$ cat src/rtl/lp_pkg.sv
package lp_pkg;

   typedef enum logic [1:0] {
      ACT_HWRST = 2'b00,
      ACT_NONE  = 2'b01,
      ACT_SHIPA = 2'b10,
      ACT_SHIPB = 2'b11
   } lp_act_e;

   typedef struct packed {
      logic       sw_rst;
      logic       vin_gate;
      logic [1:0] lead_sel;
      logic [1:0] hold_sel;
      logic [1:0] act;
   } lp_ctrl_t;

   localparam logic ADDR_CTRL = 1'b0;
   localparam logic ADDR_FLAG = 1'b1;
   localparam int   FLG_WARN  = 0;
   localparam int   FLG_MASK  = 1;

endpackage

$ cat src/rtl/lp_regs.sv
module lp_regs
   import lp_pkg::*;
(
   input  logic       clk,
   input  logic       rst_n,
   input  logic       we,
   input  logic       addr,
   input  logic [7:0] wdata,
   input  logic       warn_set,
   output logic [7:0] rdata,
   output lp_ctrl_t   ctrl,
   output logic       sw_rst,
   output logic       warn_flag,
   output logic       warn_mask
);

   lp_ctrl_t ctrl_q;
   logic     flag_q;
   logic     mask_q;
   logic     wr_ctrl;
   logic     wr_flag;
   logic     clr_req;

   assign wr_ctrl = we && (addr == ADDR_CTRL);
   assign wr_flag = we && (addr == ADDR_FLAG);
   assign clr_req = wr_flag && wdata[FLG_WARN];

   always_ff @(posedge clk or negedge rst_n) begin
      if (!rst_n) begin
         ctrl_q <= '0;
         mask_q <= 1'b0;
      end else begin
         if (wr_ctrl) begin
            ctrl_q        <= lp_ctrl_t'(wdata);
            ctrl_q.sw_rst <= 1'b0;
         end
         if (wr_flag) begin
            mask_q <= wdata[FLG_MASK];
         end
      end
   end

   // a new warning outranks a clear in the same cycle
   always_ff @(posedge clk or negedge rst_n) begin
      if (!rst_n) begin
         flag_q <= 1'b0;
      end else if (warn_set) begin
         flag_q <= 1'b1;
      end else if (clr_req) begin
         flag_q <= 1'b0;
      end
   end

   always_comb begin
      if (addr == ADDR_FLAG) begin
         rdata = {6'd0, mask_q, flag_q};
      end else begin
         rdata = ctrl_q;
      end
   end

   assign ctrl      = ctrl_q;
   assign sw_rst    = wr_ctrl && wdata[7];
   assign warn_flag = flag_q;
   assign warn_mask = mask_q;

endmodule

$ cat src/rtl/lp_timer.sv
module lp_timer #(
   parameter int HOLD_BASE = 8000,
   parameter int HOLD_STEP = 2000,
   parameter int LEAD_STEP = 500,
   parameter int CW        = 14
) (
   input  logic       clk,
   input  logic       rst_n,
   input  logic       tick,
   input  logic       press,
   input  logic [1:0] hold_sel,
   input  logic [1:0] lead_sel,
   output logic       warn_hit,
   output logic       expire
);

   logic [CW-1:0] cnt_q;
   logic [CW-1:0] cnt_inc;
   logic [CW-1:0] hold_lim;
   logic [CW-1:0] warn_at;
   logic          fired_q;
   logic          active;

   assign hold_lim = CW'(HOLD_BASE + int'(hold_sel) * HOLD_STEP);
   assign warn_at  = hold_lim - CW'((int'(lead_sel) + 1) * LEAD_STEP);
   assign cnt_inc  = cnt_q + CW'(1);
   assign active   = press && tick && !fired_q;
   assign expire   = active && (cnt_inc >= hold_lim);
   assign warn_hit = active && (cnt_inc == warn_at);

   always_ff @(posedge clk or negedge rst_n) begin
      if (!rst_n) begin
         cnt_q   <= '0;
         fired_q <= 1'b0;
      end else if (!press) begin
         cnt_q   <= '0;
         fired_q <= 1'b0;
      end else if (active) begin
         cnt_q <= cnt_inc;
         if (expire) begin
            fired_q <= 1'b1;
         end
      end
   end

endmodule

$ cat src/rtl/lp_action.sv
module lp_action
   import lp_pkg::*;
(
   input  logic       clk,
   input  logic       rst_n,
   input  logic       press,
   input  logic       vin_ok,
   input  logic [1:0] act,
   input  logic       vin_gate,
   input  logic       expire,
   input  logic       sw_rst,
   output logic       hw_req,
   output logic       ship_req
);

   logic press_q;
   logic arm_rst_q;
   logic vin_all_q;
   logic new_press;
   logic vin_now;
   logic lp_rst;
   logic lp_ship;

   assign new_press = press && !press_q;

   always_ff @(posedge clk or negedge rst_n) begin
      if (!rst_n) begin
         press_q   <= 1'b0;
         arm_rst_q <= 1'b0;
         vin_all_q <= 1'b0;
      end else begin
         press_q <= press;
         if (new_press) begin
            arm_rst_q <= (act == ACT_HWRST);
            vin_all_q <= vin_ok;
         end else if (press) begin
            vin_all_q <= vin_all_q && vin_ok;
         end
      end
   end

   assign vin_now = new_press ? vin_ok : (vin_all_q && vin_ok);
   assign lp_rst  = expire && (act == ACT_HWRST) && arm_rst_q &&
                    (!vin_gate || vin_now);
   assign lp_ship = expire && act[1];

   always_ff @(posedge clk or negedge rst_n) begin
      if (!rst_n) begin
         hw_req   <= 1'b0;
         ship_req <= 1'b0;
      end else begin
         hw_req   <= lp_rst || sw_rst;
         ship_req <= lp_ship;
      end
   end

endmodule

$ cat src/rtl/lp_btn_ctrl.sv
module lp_btn_ctrl
   import lp_pkg::*;
#(
   parameter int HOLD_BASE = 8000,
   parameter int HOLD_STEP = 2000,
   parameter int LEAD_STEP = 500,
   parameter int VIN_SYNC  = 0
) (
   input  logic       clk,
   input  logic       rst_n,
   input  logic       tick_ms,
   input  logic       btn_n,
   input  logic       vin_ok,
   input  logic       cfg_we,
   input  logic       cfg_addr,
   input  logic [7:0] cfg_wdata,
   output logic [7:0] cfg_rdata,
   output logic       hw_rst_req,
   output logic       ship_req,
   output logic       irq
);

   localparam int MAX_HOLD = HOLD_BASE + 3 * HOLD_STEP;
   localparam int CW       = $clog2(MAX_HOLD + 1);

   if (HOLD_BASE < 1) begin : g_bad_base
      $error("HOLD_BASE must be positive");
   end
   if (4 * LEAD_STEP >= HOLD_BASE) begin : g_bad_lead
      $error("largest lead time must be below the shortest hold");
   end
   if (VIN_SYNC != 0 && VIN_SYNC != 1) begin : g_bad_sync
      $error("VIN_SYNC must be 0 or 1");
   end

   lp_ctrl_t ctrl;
   logic     sw_rst;
   logic     warn_flag;
   logic     warn_mask;
   logic     warn_hit;
   logic     expire;
   logic     vin_s;
   logic     press;

   assign press = !btn_n;

   if (VIN_SYNC == 1) begin : g_vin_sync
      logic [1:0] sync_q;
      always_ff @(posedge clk or negedge rst_n) begin
         if (!rst_n) begin
            sync_q <= 2'b00;
         end else begin
            sync_q <= {sync_q[0], vin_ok};
         end
      end
      assign vin_s = sync_q[1];
   end else begin : g_vin_direct
      assign vin_s = vin_ok;
   end

   lp_regs u_regs (
      .clk       (clk),
      .rst_n     (rst_n),
      .we        (cfg_we),
      .addr      (cfg_addr),
      .wdata     (cfg_wdata),
      .warn_set  (warn_hit),
      .rdata     (cfg_rdata),
      .ctrl      (ctrl),
      .sw_rst    (sw_rst),
      .warn_flag (warn_flag),
      .warn_mask (warn_mask)
   );

   lp_timer #(
      .HOLD_BASE (HOLD_BASE),
      .HOLD_STEP (HOLD_STEP),
      .LEAD_STEP (LEAD_STEP),
      .CW        (CW)
   ) u_timer (
      .clk      (clk),
      .rst_n    (rst_n),
      .tick     (tick_ms),
      .press    (press),
      .hold_sel (ctrl.hold_sel),
      .lead_sel (ctrl.lead_sel),
      .warn_hit (warn_hit),
      .expire   (expire)
   );

   lp_action u_action (
      .clk      (clk),
      .rst_n    (rst_n),
      .press    (press),
      .vin_ok   (vin_s),
      .act      (ctrl.act),
      .vin_gate (ctrl.vin_gate),
      .expire   (expire),
      .sw_rst   (sw_rst),
      .hw_req   (hw_rst_req),
      .ship_req (ship_req)
   );

   assign irq = warn_flag && !warn_mask;

endmodule

$ cat config.mk
export PLATFORM = sky130hd
export DESIGN_NAME = lp_btn_ctrl
export DESIGN_NICKNAME = d
export VERILOG_FILES = /design/src/rtl/lp_pkg.sv /design/src/rtl/lp_regs.sv /design/src/rtl/lp_timer.sv /design/src/rtl/lp_action.sv /design/src/rtl/lp_btn_ctrl.sv
export SDC_FILE = /design/constraint.sdc
export NUM_CORES = 1
export LEC_CHECK = 0
export BUFFER_PORTS_ARGS = -buffer_cell sky130_fd_sc_hd__clkbuf_2
export CAP_MARGIN = 20
export CORE_UTILIZATION = 30
export DETAILED_ROUTE_END_ITERATION = 6
export PLACE_DENSITY = 0.54
export SLEW_MARGIN = 40
export SYNTH_ARGS = -nofsm -noshare
export SYNTH_HDL_FRONTEND = slang
export SYNTH_SLANG_ARGS = --single-unit
export TNS_END_PERCENT = 50
$ cat constraint.sdc
create_clock -name clk -period 6.1 [get_ports clk]
set_input_delay 0.305 -clock clk [delete_from_list [all_inputs] [get_ports clk]]
set_output_delay 0.305 -clock clk [all_outputs]
set_load 0.05 [all_outputs]
# Word-level counts from Yosys, hierarchy flattened
# Cells that the tools add are included.
totals:
  reg_bits: 29
  input_bits: 15
  output_inout_bits: 11
  word_cells: 61
classes:
  addsub: 4
  n_mul: 2
  magnitude_cmp: 1
  n_eq_ne: 2
  muxes: 11
  n_bitwise: 1
  reduce_logical: 27
ops:
  columns: ["op", "count"]
  rows:
  - ["multiplier 32 x 8 -> 12 bit (second input constant)", 1]
  - ["2-to-1 mux 14 bit", 2]
  - ["logical AND 1 bit", 15]
  - ["adder 14 x 1 -> 14 bit (second input constant)", 1]
  - ["adder 14 bit (first input constant)", 1]
  - ["equality test 14 bit", 1]
  - [">= comparator 14 bit", 1]
  - ["subtractor 14 bit", 1]
  - ["multiplier 2 x 7 -> 9 bit (second input constant)", 1]
  - ["2-to-1 mux 1 bit", 8]
  - ["2-to-1 mux 7 bit", 1]
  - ["nonzero test 2 bit", 3]
  - ["zero test 1 bit", 5]
  - ["adder 2 x 1 -> 3 bit (second input constant)", 1]
  - ["zero test 2 bit", 1]
  - ["logical OR 1 bit", 2]
  - ["inequality test 2 x 1 -> 1 bit (second input constant)", 1]
  - ["AND reduction 2 bit", 1]
  - ["inverter 1 bit", 1]

# Depth between registers and ports, before layout
# Gate-level depths: netlist of run 1.
logic_depth:
  depth_word: 8
  ltp_mapped: 17
  ltp_nobuf: 17

# Cells and area by module
# Synthesis of run 1 repeated with hierarchy kept, for this count alone.
hier_totals:
  cells_unflattened: 291
  area_unflattened_um2: 2841.5
modules_own_cells:
  columns: ["module", "n_inst", "cells_each", "area_each_um2", "seq_area_each_um2"]
  rows:
  - ["lp_timer", 1, 238, 2133.3, 375.4]
  - ["lp_regs", 1, 34, 486.7, 225.2]
  - ["lp_action", 1, 17, 203.9, 125.1]
  - ["lp_btn_ctrl", 1, 2, 17.5, 0.0]

# Worst setup path before layout of run 1
# No wires, ideal clock.
synth_timing:
  path_kind: "reg-to-reg"
  startpoint: "register u_regs.ctrl_q, in the netlist u_regs.ctrl[4]"
  endpoint: "register u_regs.flag_q (netlist: u_regs.warn_flag)"
  arrival_ps: 3515
  required_time_ps: 5996
  setup_slack_ps: 2481
  path_stages_with_launch: 14
  path_buffers: 0
  path_cell_list: "dfrtp_1 > inv_1 > ha_1 > xnor2_1 > ha_1 > inv_1 > fa_1 > inv_1 > ha_1 > xnor3_2 > xor2_2 > o21ai_1 > or4_1 > o41ai_2"
synth_between:
  elab_chain_len: 6
  elab_cells_between_ends: 7
synth_rtl:
  columns: ["item", "line", "rtl"]
  rows:
  - ["start: declaration", "lp_regs.sv:17", "lp_ctrl_t ctrl_q;"]
  - ["start signal: assignment", "lp_regs.sv:34", "ctrl_q <= lp_ctrl_t'(wdata);"]
  - ["adder 2 x 1 -> 3 bit (*)", "lp_timer.sv:25", "assign warn_at = hold_lim - CW'((int'(lead_sel) + 1) * LEAD_STEP);"]
  - ["multiplier 32 x 8 -> 12 bit (*)", "lp_timer.sv:25", null]
  - ["subtractor 14 bit (*)", "lp_timer.sv:25", null]
  - ["equality test 14 bit (*)", "lp_timer.sv:29", "assign warn_hit = active && (cnt_inc == warn_at);"]
  - ["logical AND 1 bit (*)", "lp_timer.sv:29", null]
  - ["2-to-1 mux 1 bit or nonzero test 2 bit (tied branches)", null, null]
  - ["end signal: assignment", "lp_regs.sv:46", "flag_q <= 1'b0;"]
  - ["end signal: assignment", "lp_regs.sv:48", "flag_q <= 1'b1;"]
  - ["end signal: assignment", "lp_regs.sv:50", "flag_q <= 1'b0;"]
  - ["end: declaration", "lp_regs.sv:18", "logic flag_q;"]
# Every way passes the cells marked *; elsewhere a longest branch is shown, timed or not.
# A chain may end at the register's enable or synchronous reset.

# Final worst setup path of run 1
# Same ends and word-level chain as after synthesis.

==> results of run 1 <==
-- critical path, stage by stage (launching register included) --
cell and delay, ns:
dfrtp_1 0.49, inv_1 0.21, ha_1 0.42, xnor2_1 0.27
ha_1 0.25, inv_1 0.06, fa_1 0.35, inv_1 0.14
ha_1 0.32, xnor3_2 0.41, xor2_2 0.12, o21ai_1 0.07
or4_1 0.57, o41ai_2 0.22
-- final cells by class --
cell class / count / area [sq um] / area share
Tap cell: 105 / 131 / 0.0447
Clock buffer: 5 / 68.8 / 0.0234
Sequential cell: 29 / 726 / 0.247
Timing Repair Buffer: 24 / 120 / 0.0409
Inverter: 21 / 78.8 / 0.0268
Clock inverter: 3 / 17.5 / 0.00596
Multi-Input combinational cell: 234 / 1800 / 0.611
-- worst paths after layout --
| path | from | to | slack, ns | cells after the start |
|---|---|---|---|---|
| min in group clk | cfg_wdata[5] | u_regs.ctrl[5]$_DFFE_PN0P_ | 0.23 | 3 |
| worst max-delay path | u_regs.ctrl[4]$_DFFE_PN0P_ | u_regs.warn_flag$_DFFE_PN0P_ | 2.10 | 13 |
| worst min register to register | u_action.vin_all_q$_DFFE_PN0P_ | u_action.vin_all_q$_DFFE_PN0P_ | 0.49 | 1 |
| worst min-delay path | rst_n | u_timer.cnt_q[5]$_DFFE_PN0P_ | 0.05 | 1 |
| max in group asynchronous | rst_n | u_regs.ctrl[3]$_DFFE_PN0P_ | 5.60 | 1 |
| worst max register to register | u_regs.ctrl[4]$_DFFE_PN0P_ | u_regs.warn_flag$_DFFE_PN0P_ | 2.10 | 13 |
-- logic make-up (layout without fill, tap and decap cells) --
kind of cell | Yosys count | count (layout) | share of synthesized area
other cells | 1 | 1 | 0.00142
fa+ha+maj | 34 | 34 | 0.167
simple gates | 89 | 89 | 0.173
compound gates | 55 | 55 | 0.130
buf+inv | 29 | 53 | 0.0446
xor+xnor | 49 | 49 | 0.183
flops | 29 | 29 | 0.275
mux | 6 | 6 | 0.0256
-- registers in the layout (all words and copies together), names as in the netlist --
signal              cells
u_regs.warn_flag        1
u_action.ship_req       1
u_regs.warn_mask        1
u_timer.cnt_q          14
u_action.press_q        1
u_timer.fired_q         1
u_action.hw_req         1
u_action.arm_rst_q      1
u_action.vin_all_q      1
u_regs.ctrl             7
-- routing by layer --
metal  track usage  routed length [um]  up-vias
met5             0                   0        -
met4        0.0597                 129        0
met3        0.0221                 137        8
met2         0.230                2770       28
met1         0.191                2820      980
li1              -                   -     1047
-- report_power, final --
part | internal, mW | switching [mW] | leakage (nW) | total (mW)
logic | 0.150 | 0.196 | 0.925 | 0.346
registers | 0.203 | 0.0136 | 0.382 | 0.217
clock network | 0.0786 | 0.0817 | 0.0439 | 0.160
total | 0.432 | 0.292 | 1.35 | 0.724
-- cells in the mapped netlist (all sizes together), types with 3 or more instances --
cell type	instances	area (sq um)
nand4	6	37.5
xor2	21	199
a21oi	21	105
buf	3	20.0
nor3	5	25.0
clkbuf	5	18.8
nor2b	6	37.5
o21ai	17	85.1
a211oi	3	35.0
mux2	6	67.6
nor2	24	92.6
dfrtp	29	726
xnor2	27	259
nand3	14	87.6
and2	3	18.8
inv	21	78.8
ha	32	400
or3	3	18.8
nand2	20	75.1
and3	3	23.8
a21o	3	22.5
==> run metrics, run 1 <==
Max Buffers Root-to-Sink=2; Tot GR Track Use=0.143; Slew @ Worst Pin=0.683 ns; fmax=250 MHz; Pleak=1.35 nW; cell area after layout=2940 sq um; Crit path arrival time=4.19 ns; Die H=95.8 um; layout cell share with drive strength beyond 1=0.161; H-tree levels=2; initial antenna violation count=0; syn_area_per_cell=9.03 sq um; initial core utilization=0.315; final-layout fill cell count=886; clock transition at the registers of the reported paths=0.07 ns; Worst IR Drop VDD=0.152 mV; core area=8380 sq um; post_cts resized=0; Hold Path Class=in -> async; Placer Congestion=0.828; fin crit share=0.656; Die Width=95.8 um; Inserted Diodes=0; pre-CTS setup slack=2.11 ns; Area after DPL=2850 sq um; Worst setup EP type=register; post-synthesis sequential element count=29; Slew Viols, Final=0; sequential share of the synthesized area=0.275; Area Growth Syn to Fin=11.4%; Root Driver=clkbuf_8; Finished Layout Cells=421; clock latency on the worst-skew pair=0.29 ns; fin nets=364; commonest cells after routing, fill and taps aside=32 x ha_1, 29 x dfrtp_1, 24 x xnor2_1; Vias=2063; vias in the first global route=2001; postcts setup bufs=0; DRC viols=0; Min Hold Slack=0.0543 ns; mapped cell area=2640 sq um; # rows=33; Final Util=0.351; CTS Hold Bufs=0; largest net degree at the start of global routing=30; Setup TNS=0 ns; final worst slack=2.10 ns; Crit Path Category=reg -> reg; Post-DP HPWL=4.64 mm; Iter 0 DRT Violations=79; cell count after placement=413; Final Hold Viols=0; DR pass1 iterations=4; num ports=26; most common cell after layout, fill and taps aside=ha_1; Power Dens Cells=246 nW/um^2; outcome=finished, final reports clean; Vias/cell=4.90; Routed Antenna Nets=0; Inserted Clock Buffers=5; final setup violation count=0; Crit path required time=6.29 ns; die area=9170 sq um; YS warnings=0; Port Buffers=24; max-cap viol count=0; RSZ-0062 raised after global routing=no; TritonCTS Sinks=29; Async SR Flop Fraction=1.00; Yosys cell types=47; Min Clock Period, post-route=4.00 ns; TritonCTS clock tree=done; first-pass GRT wire length=10.1 mm; Post-Route WL=5.86 mm; post-synth net total=341; GRT Residual Overflow=0; synthesized netlist cell count=292; CP max FO=8; clk_skew=0.00373 ns; WL/cell=13.9 um; ys flop type=dfrtp_1; Startpoint Class=register; Power, Total=724 uW; worst relative slew slack=0.544; Post-synth EDFFs=0
(Power assumes the default switching activity.)
==> inputs of run 2 (changes only) <==
==> constraint.sdc (replaced) <==
create_clock -name clk -period 4.2 [get_ports clk]
set_input_delay 0.21 -clock clk [delete_from_list [all_inputs] [get_ports clk]]
set_output_delay 0.21 -clock clk [all_outputs]
set_load 0.05 [all_outputs]
==> run 2 against run 1 <==
  * The flow now finishes with violations (hold timing)
  * Final area grew 0.51%
  * Die area is the same
  * Power grew 45%
  * Maximum frequency grew 4.0%
  * Hold slack lost 0.099 ns
  * Wire length shrank 1.8%
  * Clock skew grew 0.00051 ns
  * Clock-buffer cell count is the same
  * Worst setup slack lost 1.7 ns
  * First-iteration DRC count shrank 24%
  * Critical path type unchanged
  * Largest cell class unchanged
  * Largest power group unchanged
  * Highest routed layer unchanged
==> run metrics, run 2 (synthesis gave the netlist of run 1 again) <==
WP buf/inv=2 (-1); Crit path arrival time=4.04 ns (-0.15 ns); GRT Residual Overflow=0 (unchanged); vias in the first global route=1986 (-0.75%); die area=9170 sq um (unchanged); Post-DP HPWL=4.53 mm (-2.3%); postcts setup bufs=0 (unchanged); Worst setup EP type=register; Post-Route WL=5.75 mm (-1.8%); Setup TNS=0 ns (unchanged); Power Dens Cells=356 nW/um^2 (+45%); failing checks=hold timing; num ports=26 (unchanged); Inserted Clock Buffers=5 (unchanged); Iter 0 DRT Violations=60 (-24%); core area=8380 sq um (unchanged); Finished Layout Cells=423 (+0.48%); Crit path required time=4.39 ns (-1.90 ns); layout cell share with drive strength beyond 1=0.167 (+0.00527); clock latency on the worst-skew pair=0.29 ns (about the same); Comb power frac=0.482 (+0.003); max-cap viol count=0 (unchanged); Vias/cell=4.85 (-1.1%); commonest cells after routing, fill and taps aside=32 x ha_1, 29 x dfrtp_1, 24 x xnor2_1; Final Util=0.352 (+0.00179); Vias=2050 (-0.63%); switch share=0.402 (-0.00136); Startpoint Class=register; Slew @ Worst Pin=0.676 ns (-0.00696 ns); largest net degree at the start of global routing=30 (unchanged); Placer Congestion=0.793 (-4.2%); cell-internal power=630 uW (+46%); Die Width=95.8 um (unchanged); Min Hold Slack=-0.0444 ns (-0.0987 ns); fmax=260 MHz (+4.0%); clk_skew=0.00424 ns (+0.000506 ns); Largest register FFs=14 (unchanged); most used cell, CP=ha_1; final-layout fill cell count=866 (-2.3%); pre-CTS setup slack=0.391 ns (-1.72 ns); Flop pwr share=0.299 (about the same); Worst IR Drop VDD=0.212 mV (+40%); slowest CP cell=or4_1; Top reg by flops=u_timer.cnt_q; post_cts resized=0 (unchanged); Pleak=1.36 nW (+0.70%); fin crit share=0.917 (+0.260); CTS Hold Bufs=0 (unchanged); Crit path max-delay family=adder cells; first-pass GRT wire length=9.64 mm (-4.5%); cell count after placement=415 (+0.48%); Tot GR Track Use=0.137 (-0.00665); initial antenna violation count=0 (unchanged); outcome=finished with violations; most common cell after layout, fill and taps aside=ha_1; DRC viols=0 (unchanged); Largest stage delay, worst path=0.55 ns (-0.02 ns); TritonCTS clock tree=done; P_sw=423 uW (+45%); # rows=33 (unchanged); Port Buffers=24 (unchanged); WL/cell=13.6 um (-2.2%); Die H=95.8 um (unchanged); worst relative slew slack=0.549 (+0.00558); Max Buffers Root-to-Sink=2 (unchanged); CP max FO=8 (unchanged); final worst slack=0.350 ns (-1.75 ns); DR pass1 iterations=4 (unchanged); final setup violation count=0 (unchanged); Slew Viols, Final=0 (unchanged); initial core utilization=0.315 (unchanged); H-tree levels=2 (unchanged); Hold Path Class=in -> async; TritonCTS Sinks=29 (unchanged); Inserted Diodes=0 (unchanged); Min Clock Period, post-route=3.85 ns (-0.154 ns); Final Hold Viols=29 (+29); Crit Path Category=reg -> reg; crit-path cells=inv_1 -> ha_1 -> xnor2_1 -> ha_1 -> fa_1 -> inv_1 -> ha_1 -> o21ai_0 -> o21bai_1 -> a21oi_1 -> xor2_2 -> o21ai_1 -> or4_1 -> o41ai_2; Clock power frac=0.218 (-0.003); Routed Antenna Nets=0 (unchanged); fin nets=366 (+0.55%); flip-flop and latch area=726 sq um (unchanged); RSZ-0062 raised after global routing=no; area of the multi-input gates=1800 sq um (unchanged); Root Driver=clkbuf_8; Area Growth Syn to Fin=12.0%; clock transition at the registers of the reported paths=0.07 ns (about the same)
-- run 2: cell count changes in the layout (fill, tap and decap cells not counted), sizes merged --
cell  previous run  this run
buf              1         3
-- run 2: stage by stage --
stage / total power [mW] / instance area, sq um
floorplan: 0.730 / 2640
global placement: 0.827 / 2870
detailed placement: 0.827 / 2870
CTS: 1.06 / 2950
global route: 1.13 / 2950
finish: 1.05 / 2950
-- run 2: area by class of cell --
class,instances,area share
clock buffers,5,0.0233
clock inverters,3,0.00593
inverters,21,0.0267
multi-input cells,234,0.608
flip-flops and latches,29,0.246
well taps,105,0.0445
repair buffers,26,0.0457
-- run 2: path summary, 6_finish.rpt --
check / end / cells after the start / startpoint / slack [ns]
max reg2reg: u_regs.warn_flag$_DFFE_PN0P_ / 14 / u_regs.ctrl[4]$_DFFE_PN0P_ / 0.35
max in group asynchronous: u_regs.ctrl[4]$_DFFE_PN0P_ / 1 / rst_n / 3.81
min reg2reg: u_action.vin_all_q$_DFFE_PN0P_ / 1 / u_action.vin_all_q$_DFFE_PN0P_ / 0.49
min in group clk: u_regs.ctrl[5]$_DFFE_PN0P_ / 3 / cfg_wdata[5] / 0.13
max: u_regs.warn_flag$_DFFE_PN0P_ / 14 / u_regs.ctrl[4]$_DFFE_PN0P_ / 0.35
min: u_timer.cnt_q[5]$_DFFE_PN0P_ / 1 / rst_n / -0.04
-- run 2: per-layer routing --
metal  global-route usage  part of all wire  vias to the layer above
met5                    0                 0                        -
met1                0.181              0.47                      971
met3               0.0174             0.021                        5
li1                     -                 -                     1047
met2                0.232              0.49                       27
met4               0.0410             0.014                        0
-- run 2: power by group through the flow --
stage / logic (mW) / registers (mW) / clock network (mW)
after global placement: 0.507 / 0.320 / 0
after CTS: 0.510 / 0.316 / 0.237
after detailed placement: 0.507 / 0.321 / 0
final: 0.508 / 0.315 / 0.230
after global routing: 0.561 / 0.318 / 0.249
after floorplan: 0.413 / 0.316 / 0
